===== src/rtl/rtc_time_core.sv =====
module rtc_time_core #(
  parameter int DW = 8,
  parameter int AW = 2
) (
  input  logic          clk,
  input  logic          rst_n,
  input  logic          tick,
  input  logic          wr_en,
  input  logic [AW-1:0] addr,
  input  logic [DW-1:0] wdata,
  output logic [DW-1:0] rdata,
  output logic          upd_done
);
  localparam logic [AW-1:0] A_SEC = AW'(0);
  localparam logic [AW-1:0] A_MIN = AW'(1);
  localparam logic [AW-1:0] A_HR  = AW'(2);
  localparam logic [AW-1:0] A_CTL = AW'(3);

  logic [DW-1:0] sec, min, hr;
  logic          hold, bin;
  logic          accepted;
  logic [DW:0]   sec_n, min_n, hr_n;
  logic [DW-1:0] lim_ms, lim_h;

  function automatic logic [DW:0] step(input logic [DW-1:0] v, input logic [DW-1:0] lim,
                                       input logic b);
    if (v >= lim)
      step = {1'b1, {DW{1'b0}}};
    else if (!b && v[3:0] >= 4'd9)
      step = {1'b0, v[DW-1:4] + 1'b1, 4'd0};
    else
      step = {1'b0, v + 1'b1};
  endfunction

  assign accepted = tick & ~hold & ~wr_en;
  assign lim_ms   = bin ? DW'(59) : DW'(8'h59);
  assign lim_h    = bin ? DW'(23) : DW'(8'h23);
  assign sec_n    = step(sec, lim_ms, bin);
  assign min_n    = step(min, lim_ms, bin);
  assign hr_n     = step(hr,  lim_h,  bin);

  always_ff @(posedge clk)
    if (wr_en && addr == A_CTL) begin
      hold <= wdata[0];
      bin  <= wdata[1];
    end

  always_ff @(posedge clk) begin
    if (!rst_n) begin
      sec      <= '0;
      min      <= '0;
      hr       <= '0;
      upd_done <= 1'b0;
    end else begin
      upd_done <= accepted;
      if (wr_en) begin
        case (addr)
          A_SEC:   sec <= wdata;
          A_MIN:   min <= wdata;
          A_HR:    hr  <= wdata;
          default: ;
        endcase
      end else if (accepted) begin
        sec <= sec_n[DW-1:0];
        if (sec_n[DW]) min <= min_n[DW-1:0];
        if (sec_n[DW] && min_n[DW]) hr <= hr_n[DW-1:0];
      end
    end
  end

  always_comb
    case (addr)
      A_SEC:   rdata = sec;
      A_MIN:   rdata = min;
      A_HR:    rdata = hr;
      default: rdata = {{(DW-2){1'b0}}, bin, hold};
    endcase
endmodule



===== config.mk =====
export PLATFORM = sky130hd
export DESIGN_NAME = rtc_time_core
export DESIGN_NICKNAME = d
export VERILOG_FILES = /design/src/rtl/rtc_time_core.sv
export SDC_FILE = /design/constraint.sdc
export NUM_CORES = 1
export LEC_CHECK = 0
export BUFFER_PORTS_ARGS = -buffer_cell sky130_fd_sc_hd__buf_2
export CAP_MARGIN = 20
export CORE_MARGIN = 1
export CORE_UTILIZATION = 55
export CTS_CLUSTER_DIAMETER = 200
export DETAILED_ROUTE_END_ITERATION = 8
export GPL_ROUTABILITY_DRIVEN = 0
export PLACE_DENSITY_LB_ADDON = 0.2
export REMOVE_ABC_BUFFERS = 1
export SLEW_MARGIN = 15
export SYNTH_ARGS = -nofsm -noshare
export SYNTH_HDL_FRONTEND = slang
export SYNTH_SLANG_ARGS = --single-unit

===== constraint.sdc =====
create_clock -name clk -period 4.07 [get_ports clk]
set_input_delay 0.2035 -clock clk [delete_from_list [all_inputs] [get_ports clk]]
set_output_delay 0.2035 -clock clk [all_outputs]
set_load 0.1 [all_outputs]

# Word-level counts from Yosys, hierarchy flattened
# Cells that the tools add are included.
classes:
  reduce_logical: 13
  shift: 0
  div_mod_pow: 0
  muxes: 20
  magnitude_cmp: 6
  add_sub_neg: 6
  eq_ne: 6
  bitwise: 4
  mul: 0
ops:
  columns: ["cell", "n"]
  rows:
  - ["$mux W8", 15]
  - ["$add A8 B1 Y8 const B", 3]
  - ["$pmux W8 S3", 1]
  - ["$mux W9", 2]
  - ["$ge A8 B7 Y1", 2]
  - ["$add A4 B1 Y4 const B", 3]
  - ["$ge A4 B4 Y1 const B", 3]
  - ["$ge A8 B6 Y1", 1]
  - ["$mux W7", 1]
  - ["$mux W6", 1]
  - ["$ne A2 B1 Y1 const B", 3]
  - ["$reduce_and A3 Y1", 2]
  - ["$reduce_bool A2 Y1", 3]
  - ["$logic_and A1 B1 Y1", 5]
  - ["$eq A2 B2 Y1 const B", 2]
  - ["$and A1 B1 Y1", 2]
  - ["$eq A2 B1 Y1 const B", 1]
  - ["$logic_not A2 Y1", 1]
  - ["$not A1 Y1", 2]
  - ["$reduce_and A2 Y1", 1]
  - ["$logic_not A1 Y1", 1]
word_totals:
  out_inout_bits: 9
  memories: 0
  romBits: 0
  ramBits: 0
  register_bits: 27
  elab_cells: 61
  in_bits: 14
  latchBits: 0

# Logic depth before layout (Yosys ltp)
# Gate-level depths: netlist of the first run.
logic_depth:
  depth_word: 8
  ltp_mapped: 8
  depth_no_buf: 7

# Worst setup path after synthesis of the first run
# OpenSTA, ideal clock, no wires.
synth_path:
  path_type: "flip-flop to output port"
  from: "register hr[3]"
  to: "output port rdata[3]"
  required_ps: 3867
  path_slack_ps: 1161
  path_stages_with_launch: 4
  n_path_buf: 1
  arrival_time_ps: 2706
  path_cell_list: "dfxtp_1 clkbuf_1 mux2i_1 o21ai_0"
synth_between:
  elab_chain_len: 1
synth_rtl:
  columns: ["element", "line", "source"]
  rows:
  - ["start: declaration", "19", "logic [DW-1:0] sec, min, hr;"]
  - ["start signal: assignment", "60", "A_HR: hr <= wdata;"]
  - ["start signal: assignment", "66", "if (sec_n[DW] && min_n[DW]) hr <= hr_n[DW-1:0];"]
  - ["$pmux W8 S3", "72", "case (addr)"]
  - ["end: declaration", "11", "output logic [DW-1:0] rdata,"]
# No other way between the ends.

# Final worst setup path of the first run
layout_path:
  from: "register bin"
  to: "register hr[3]"
layout_between:
  elab_chain_len: 7
  word_cells_on_any_way: 17
  cone_classes: "order compare: 3; mux: 9; reduce/logical: 5"
layout_rtl:
  columns: ["element", "line", "source"]
  rows:
  - ["start: declaration", "20", "logic hold, bin;"]
  - ["start signal: assignment", "45", "bin <= wdata[1];"]
  - ["parallel branches: the longest is 7 deep, another holds $ge A8 B6 Y1", null, null]
# Parallel ways; which one is timed is not known. The select of a mux whose other input is x is not followed.
# A chain may end at the register's enable or synchronous reset.

==> results of run 1 <==
-- stage by stage --
step | total power, mW | hold slack (ns)
CTS | 0.634 | 0.110
finish | 0.636 | 0.110
global route | 0.661 | 0.108
floorplan | 0.424 | 0.302
detailed placement | 0.473 | 0.406
global placement | 0.470 | 0.405
-- path summary, 6_finish.rpt --
check,end
hold / removal,hold
hold reg to reg,min[6]
setup reg to reg,hr[3]
setup / recovery,hr[3]
-- synthesized netlist by cell type (4+ instances only) --
library cell	n	area, um^2
a31oi_1	7	43.8
mux2i_1	6	60.1
nand3_1	8	40.0
ha_1	21	263
nand2_1	34	128
nor3b_1	4	30.0
a21oi_1	10	50.1
nor2_1	13	48.8
dfxtp_1	25	500
clkbuf_1	5	18.8
inv_1	13	48.8
and3_1	4	25.0
o21ai_0	20	100
-- power by group through the flow --
stage / Sequential, mW / Clock, mW / Combinational [mW]
after floorplan: 0.304 / 0 / 0.120
after global placement: 0.310 / 0 / 0.160
after detailed placement: 0.310 / 0 / 0.163
after CTS: 0.304 / 0.166 / 0.164
after global routing: 0.307 / 0.173 / 0.182
final: 0.305 / 0.165 / 0.166
-- final cells by class --
type                       count  area share [%]
clock buffer                   3            1.76
clock inverter                 1           0.214
inverter                      13            2.08
multi-input combinational    208            64.7
sequential                    27            23.9
tap                           48            2.56
timing repair buffer          22            4.70
-- layer usage --
metal / GRT usage, % / share of wire, % / up-vias
met5: 0 / 0 / -
met4: 11.4 / 2.1 / 0
met3: 3.30 / 8.3 / 10
li1: - / - / 1000
met2: 47.9 / 45 / 88
met1: 41.4 / 45 / 979
-- flip-flops by register name, summed over array words and instances (netlist names) --
register,count
hold,1
min,8
bin,1
hr,8
sec,8
upd_done,1
-- logic make-up (layout without fill, tap and decap cells) --
| family | after synthesis | in the layout | synth area share, % |
|---|---|---|---|
| buffers and inverters | 26 | 39 | 6.69 |
| AND/OR/NAND/NOR | 92 | 92 | 21.7 |
| flip-flops | 27 | 27 | 25.2 |
| adder cells (fa/ha/maj) | 21 | 21 | 11.8 |
| AO/OA/AOI/OAI | 84 | 84 | 28.4 |
| XOR/XNOR | 2 | 2 | 0.787 |
| multiplexers | 9 | 9 | 5.40 |
==> flow_summary.json, run 1 <==
{
  "stdcell_count": 322,
  "slew_viol_final": 0,
  "ctsResizeCount": 0,
  "yosys_warnings": 0,
  "status": "finished, final reports clean",
  "syn_avg_cell_area_um2": 8.53,
  "power_frac_clock_pct": 25.9,
  "period_share_pct": 59.3,
  "clockBufferDepth": 2,
  "multi_input_area_mm2": 0.00152,
  "max_freq_mhz": 415,
  "min_from": "wdata[0]",
  "p_per_area_mw_per_mm2": 271,
  "numCtsBuffers": 3,
  "post-route-util_pct": 62.1,
  "drc_errors": 0,
  "core_mm2": 0.00377,
  "p_seq_share_pct": 47.9,
  "final_area_mm2": 0.00234,
  "htreeDepth": 1,
  "reg2reg_from": "bin",
  "hold_path_depth": 1,
  "ys.flop_type": "dfxtp_1",
  "clkTransAtPathRegs_ns": 0.10,
  "io_pins": 23,
  "critPathMaxStageDelay_ns": 0.51,
  "dieArea_mm2": 0.00431,
  "cts_tree": "yes",
  "startpoint": "bin",
  "critPathMaxFanout": 15,
  "cpMaxStageDelayCell": "edfxtp_1",
  "crit_buf_inv": 1,
  "dr.first_iter.drc_count": 171,
  "synth_edf_count": 2,
  "fin_nets": 310,
  "synth_seq_cells": 27,
  "dp_hpwl_um": 4230,
  "internal-power_uw": 403,
  "period_minus_slack_ns": 2.41,
  "areaGrowthSynthToFinish_pct": 5.23,
  "tns_ns": 0,
  "pre_cts_slack_ns": 1.73,
  "hold_buffers": 0,
  "layout_common_cells": "nand2_1 (34), dfxtp_1 (25), buf_2 (22)",
  "die_w_um": 65.6,
  "post-cts-setup-buffers": 0,
  "insertedDiodeCount": 0,
  "grt_pass1_wl_um": 9720,
  "r2r_slack_ns": 1.66,
  "seq_area_frac_synth_pct": 25.2,
  "critPathArrivalTime_ns": 2.60,
  "cts.sinks": 27,
  "irDropWorstVdd_mv": 0.147,
  "power_frac_comb_pct": 26.1,
  "worst_pin_slew_ns": 0.639,
  "clk_latency_ns": 0.29,
  "path_class": "reg2reg",
  "final_common_cell": "nand2_1",
  "hold_viol": 0,
  "fin_skew_ns": 0.00411,
  "cp-end-kind": "flip-flop",
  "antenna_found_initial": 0,
  "seqCellArea_um2": 561,
  "dpl_cell_area_mm2": 0.00230,
  "async_reset_ff_share_pct": 0,
  "leakage_nw": 0.928,
  "num-fill-cells": 336,
  "path_delay_family": "compound AO/OA/AOI/OAI gates",
  "hold_class": "in2reg",
  "drive_gt1_share_pct": 18.2,
  "grt_setup_unrepaired": "false",
  "root_buffer": "clkbuf_8",
  "first_pass_iters": 4,
  "rows": 22,
  "setup_viol_count_final": 0,
  "setup_ws_ns": 1.66,
  "sw_frac_of_total_pct": 36.6,
  "grt_start_max_net_pins": 21,
  "synth_cell_types": 67,
  "die_h_um": 65.6,
  "drtAntennaViolNets": 0,
  "grt_pass1_vias": 1980,
  "io_buffer_count": 22,
  "crit_chain": "inv_1 -> ha_1 -> a211oi_2 -> o21ai_1 -> a31o_2 -> a21boi_0 -> o221a_2",
  "vias": 2077,
  "avgViaCountPerCell": 6.45,
  "drv_cap": 0,
  "globalRouteOverflowTotal": 0,
  "grtUsageTotal_pct": 30.1,
  "start_util_pct": 59.0,
  "ff2ff_path_depth": 7,
  "drt-wirelength-per-cell_um": 18.1,
  "synthCells": 261,
  "dp.cells": 318,
  "routed_wl_um": 5820,
  "maxSlewHeadroom_pct": 57.3,
  "worstPathRequired_ns": 4.26,
  "startpoint_type": "flip-flop",
  "critical_path_depth": 7,
  "switching_power_uw": 233,
  "synthesis.area_mm2": 0.00223
}
No activity file was read; power rests on OpenSTA's default activity.
==> run 2, diff against run 1 <==
==> constraint.sdc (replaced) <==
create_clock -name clk -period 2.3 [get_ports clk]
set_input_delay 0.115 -clock clk [delete_from_list [all_inputs] [get_ports clk]]
set_output_delay 0.115 -clock clk [all_outputs]
set_load 0.1 [all_outputs]
==> run 2 against run 1 <==
Effect of this change: first-iteration DRC count up 18%; global-route usage barely moved; clock power rose by 79%; worst setup slack worse by 1.6 ns; critical endpoint unchanged; largest power group unchanged; critical path depth stayed put; sequential share of layout area is 1.1 points lower; register-to-register slack worse by 1.6 ns.
==> flow_summary.json, run 2 (synthesis results as in run 1) <==
{
  "status": "finished, final reports clean",
  "grt_pass1_vias": 1927,
  "cp-end-kind": "flip-flop",
  "clkTransAtPathRegs_ns": 0.10,
  "path_delay_family": "compound AO/OA/AOI/OAI gates",
  "clockBufferDepth": 2,
  "numCtsBuffers": 3,
  "seqCellArea_um2": 561,
  "start_util_pct": 59.0,
  "dp_hpwl_um": 4490,
  "avgViaCountPerCell": 6.41,
  "period_minus_slack_ns": 2.22,
  "fin_nets": 324,
  "die_h_um": 65.6,
  "drtAntennaViolNets": 0,
  "grt_pass1_wl_um": 9690,
  "multi_input_area_mm2": 0.00154,
  "setup_viol_count_final": 0,
  "crit_chain": "inv_2 -> ha_1 -> a211oi_2 -> o21ai_2 -> a31o_2 -> a21boi_0 -> o221a_2",
  "globalRouteOverflowTotal": 0,
  "hold_class": "in2reg",
  "worst_pin_slew_ns": 0.659,
  "critPathMaxStageDelay_ns": 0.51,
  "htreeDepth": 1,
  "insertedDiodeCount": 0,
  "r2r_slack_ns": 0.08,
  "met2WireLength_um": 2720,
  "dr.max_layer_used": "met4",
  "final_area_mm2": 0.00246,
  "drv_cap": 0,
  "wl_met3_um": 382,
  "tns_ns": 0,
  "worstPathRequired_ns": 2.50,
  "p_per_area_mw_per_mm2": 468,
  "period_share_pct": 96.3,
  "hold_viol": 0,
  "fin_skew_ns": 0.00632,
  "top_regs": "hr x8, min x8, sec x8",
  "core_mm2": 0.00377,
  "leakage_nw": 1.00,
  "cts.sinks": 27,
  "cpMaxStageDelayCell": "edfxtp_1",
  "root_buffer": "clkbuf_8",
  "cts_tree": "yes",
  "grt_start_max_net_pins": 21,
  "critPathMaxFanout": 6,
  "max_freq_mhz": 451,
  "die_w_um": 65.6,
  "antenna_found_initial": 0,
  "dr.first_iter.drc_count": 202,
  "dpl_cell_area_mm2": 0.00237,
  "dieArea_mm2": 0.00431,
  "routed_wl_um": 6100,
  "drt-met1-wl_um": 2850,
  "maxSlewHeadroom_pct": 56.0,
  "startpoint_type": "flip-flop",
  "first_pass_iters": 6,
  "path_class": "reg2reg",
  "final_common_cell": "nand2_1",
  "slew_viol_final": 0,
  "clk_latency_ns": 0.29,
  "crit_buf_inv": 1,
  "num-fill-cells": 335,
  "areaGrowthSynthToFinish_pct": 10.5,
  "vias": 2155,
  "grtUsageTotal_pct": 30.1,
  "drive_gt1_share_pct": 23.3,
  "irDropWorstVdd_mv": 0.242,
  "layout_common_cells": "nand2_1 (34), dfxtp_1 (25), buf_2 (22)",
  "critPathArrivalTime_ns": 2.41,
  "io_pins": 23,
  "rows": 22,
  "drc_errors": 0,
  "drt-wirelength-per-cell_um": 18.2,
  "io_buffer_count": 22
}
[run 2: where the power goes]
| part | internal, mW | switching, mW |
|---|---|---|
| registers | 0.496 | 0.0360 |
| clock network | 0.123 | 0.173 |
| logic | 0.110 | 0.215 |
[run 2: final cells by class]
cell class                      instances  area share [%]
Multi-Input combinational cell        209            62.5
Sequential cell                        27            22.8
Timing Repair Buffer                   35            8.44
Tap cell                               48            2.44
Inverter                               13            1.98
Clock buffer                            3            1.68
Clock inverter                          1           0.203
[run 2: what timing repair did]
action | CTS | global route
gates resized for setup | 0 | 4
endpoints found under the setup margin | 0 | 20
setup buffers | 0 | 3
hold buffers | 0 | 0
[run 2: path summary, 6_finish.rpt]
check            to  depth (start not counted)      from
min reg2reg  min[6]                          2    min[6]
max reg2reg   hr[3]                          7       bin
min            hold                          1  wdata[0]
max           hr[3]                          7       bin
[run 2: metal layers]
| metal | GRT usage, % | vias up |
|---|---|---|
| li1 | - | 1031 |
| met1 | 43.0 | 1013 |
| met2 | 47.0 | 92 |
| met3 | 2.60 | 19 |
| met4 | 10.3 | 0 |
| met5 | 0 | - |
[run 2: through the flow]
step                      std cells  total power [mW]  setup WS, ns  util [%]  hold slack (ns)
final                           336              1.15        0.0840      65.2           0.0144
after global routing            336              1.20       -0.0270      65.2          0.00791
after CTS                       332              1.13        0.0363      64.1           0.0197
after detailed placement        328             0.851        0.0687      62.9            0.318
after global placement          328             0.846         0.160      62.9            0.316
after floorplan                 248             0.751        -0.488         -            0.214
[run 2: worst register-to-register path, cell delays in order (launching register included)]
cell      delay (ns)
edfxtp_1        0.51
inv_2           0.15
ha_1            0.25
a211oi_2        0.33
o21ai_2         0.16
a31o_2          0.33
a21boi_0        0.14
o221a_2         0.26
==> run 3, diff against run 2 <==
--- a/config.mk
+++ b/config.mk
@@ -7,7 +7,7 @@
 export LEC_CHECK = 0
 export BUFFER_PORTS_ARGS = -buffer_cell sky130_fd_sc_hd__buf_2
 export CAP_MARGIN = 20
-export CORE_MARGIN = 1
+export CORE_MARGIN = 2
 export CORE_UTILIZATION = 55
 export CTS_CLUSTER_DIAMETER = 200
 export DETAILED_ROUTE_END_ITERATION = 8
==> run 3 against run 2 <==
Effect of this change: global-route usage down 1.7 points; sequential power is 1% higher; worst hold slack better by 0.016 ns; die area increased by 6.2%; register-to-register slack improved by 0.05 ns; via count down 2.7%; cell count shrank 1.8%; cell area fell by 2.1%; wire length fell by 3.9%; total power fell by 2.5%; combinational power is 6% lower; clock power is 5% lower; largest cell class unchanged; highest routed layer unchanged.
==> flow_summary.json, run 3 (synthesis results as in run 1) <==
{
  "status": "finished, final reports clean",
  "globalRouteOverflowTotal": 0,
  "fin_skew_ns": 0.00583,
  "critPathMaxStageDelay_ns": 0.50,
  "grt_pass1_wl_um": 9580,
  "p_per_area_mw_per_mm2": 467,
  "io_buffer_count": 22,
  "hold_slack_ns": 0.0307,
  "cts.sinks": 27,
  "clkTransAtPathRegs_ns": 0.09,
  "fin_nets": 316,
  "period_share_pct": 94.2,
  "drc_errors": 0,
  "io_pins": 23,
  "drive_gt1_share_pct": 20.4,
  "grt_setup_unrepaired": "false",
  "maxSlewHeadroom_pct": 62.7,
  "max_freq_mhz": 462,
  "crit_buf_inv": 0,
  "irDropWorstVdd_mv": 0.279,
  "worstPathRequired_ns": 2.47,
  "period_minus_slack_ns": 2.17,
  "path_class": "reg2reg",
  "crit_chain": "ha_1 -> a211oi_2 -> o31ai_2 -> a31o_2 -> a21boi_0 -> o221a_2",
  "die_w_um": 67.6,
  "cp-end-kind": "flip-flop",
  "antenna_found_initial": 0,
  "dp.cells": 324,
  "dieArea_mm2": 0.00457,
  "post-route-util_pct": 61.1,
  "drtAntennaViolNets": 0,
  "finalPower_mw": 1.12,
  "root_buffer": "clkbuf_8",
  "gr-usage-met1_pct": 40.4,
  "grt_pass1_vias": 1908,
  "die_h_um": 67.6,
  "critPathMaxFanout": 9,
  "startpoint_type": "flip-flop",
  "final_common_cell": "nand2_1",
  "core_mm2": 0.00394,
  "routed_wl_um": 5860,
  "final_area_mm2": 0.00241,
  "drv_cap": 0,
  "avgViaCountPerCell": 6.35,
  "grtUsageTotal_pct": 28.4,
  "vias": 2097,
  "critPathArrivalTime_ns": 2.34,
  "top_regs": "hr x8, min x8, sec x8",
  "hold_class": "in2reg",
  "clockBufferDepth": 2,
  "numCtsBuffers": 3,
  "start_util_pct": 56.5,
  "dr.first_iter.drc_count": 203,
  "cts_tree": "yes",
  "dpl_cell_area_mm2": 0.00233,
  "hold_buffers": 0,
  "htreeDepth": 1,
  "layout_common_cells": "nand2_1 (34), dfxtp_1 (25), buf_2 (22)",
  "first_pass_iters": 5,
  "insertedDiodeCount": 0,
  "slew_viol_final": 0,
  "busiest_layer": "met2",
  "worst_pin_slew_ns": 0.560,
  "grt_start_max_net_pins": 21,
  "clk_latency_ns": 0.28,
  "path_delay_family": "compound AO/OA/AOI/OAI gates",
  "dp_hpwl_um": 4350,
  "grt_use_met3_pct": 2.50,
  "rows": 23,
  "setup_viol_count_final": 0,
  "cpMaxStageDelayCell": "edfxtp_1",
  "met2_usage_pct": 46.2,
  "drt-wirelength-per-cell_um": 17.8,
  "leakage_nw": 0.961,
  "areaGrowthSynthToFinish_pct": 8.15,
  "hold_viol": 0,
  "stdcell_count": 330
}
## run 3: cell types whose count changed in the layout (fill, tap and decap cells not counted), sizes merged
| cell | change |
|---|---|
| clkbuf | +1 |
| a31o | -1 |
| buf | -7 |
| clkinv | -1 |
## run 3: repair_timing
action | CTS | global route
gates resized for setup | 0 | 4
setup endpoints to repair | 0 | 16
buffers inserted | 0 | 2
## run 3: report_power, final
group	internal [mW]	total, mW	switching, mW
Combinational	0.104	0.306	0.203
Clock	0.124	0.280	0.155
Sequential	0.496	0.538	0.0422
## run 3: worst register-to-register path, delay by kind of cell (launching register included)
family	cells	cell delay (ns)
flip-flops	1	0.50
adder cells (fa/ha/maj)	1	0.37
AO/OA/AOI/OAI	5	1.21
## run 3: layout make-up
class | count | area [um^2]
inverter | 13 | 48.8
clock buffer | 4 | 45.0
timing repair buffer | 28 | 155
multi-input combinational | 208 | 1540
fill | 357 | 1540
sequential | 27 | 561
tap | 50 | 62.6
## run 3: final timing paths
kind | startpoint | endpoint | slack (ns) | depth (start not counted)
worst max-delay path | bin | hr[3] | 0.13 | 6
worst max register to register | bin | hr[3] | 0.13 | 6
worst min register to register | hr[6] | hr[6] | 0.57 | 2
worst min-delay path | wdata[0] | hold | 0.03 | 1
## run 3: per-layer routing
layer / wire (um) / vias to the layer above
met5: 0 / -
met4: 60 / 0
met3: 458 / 7
met2: 2720 / 87
met1: 2620 / 990
li1: - / 1013
## run 3: per-stage QoR
step / setup TNS (ns) / setup WS [ns]
2_1_floorplan: -2.48 / -0.488
5_1_grt: 0 / 0.00532
3_3_place_gp: 0 / 0.155
3_5_place_dp: 0 / 0.108
6_report: 0 / 0.133
4_1_cts: 0 / 0.0893
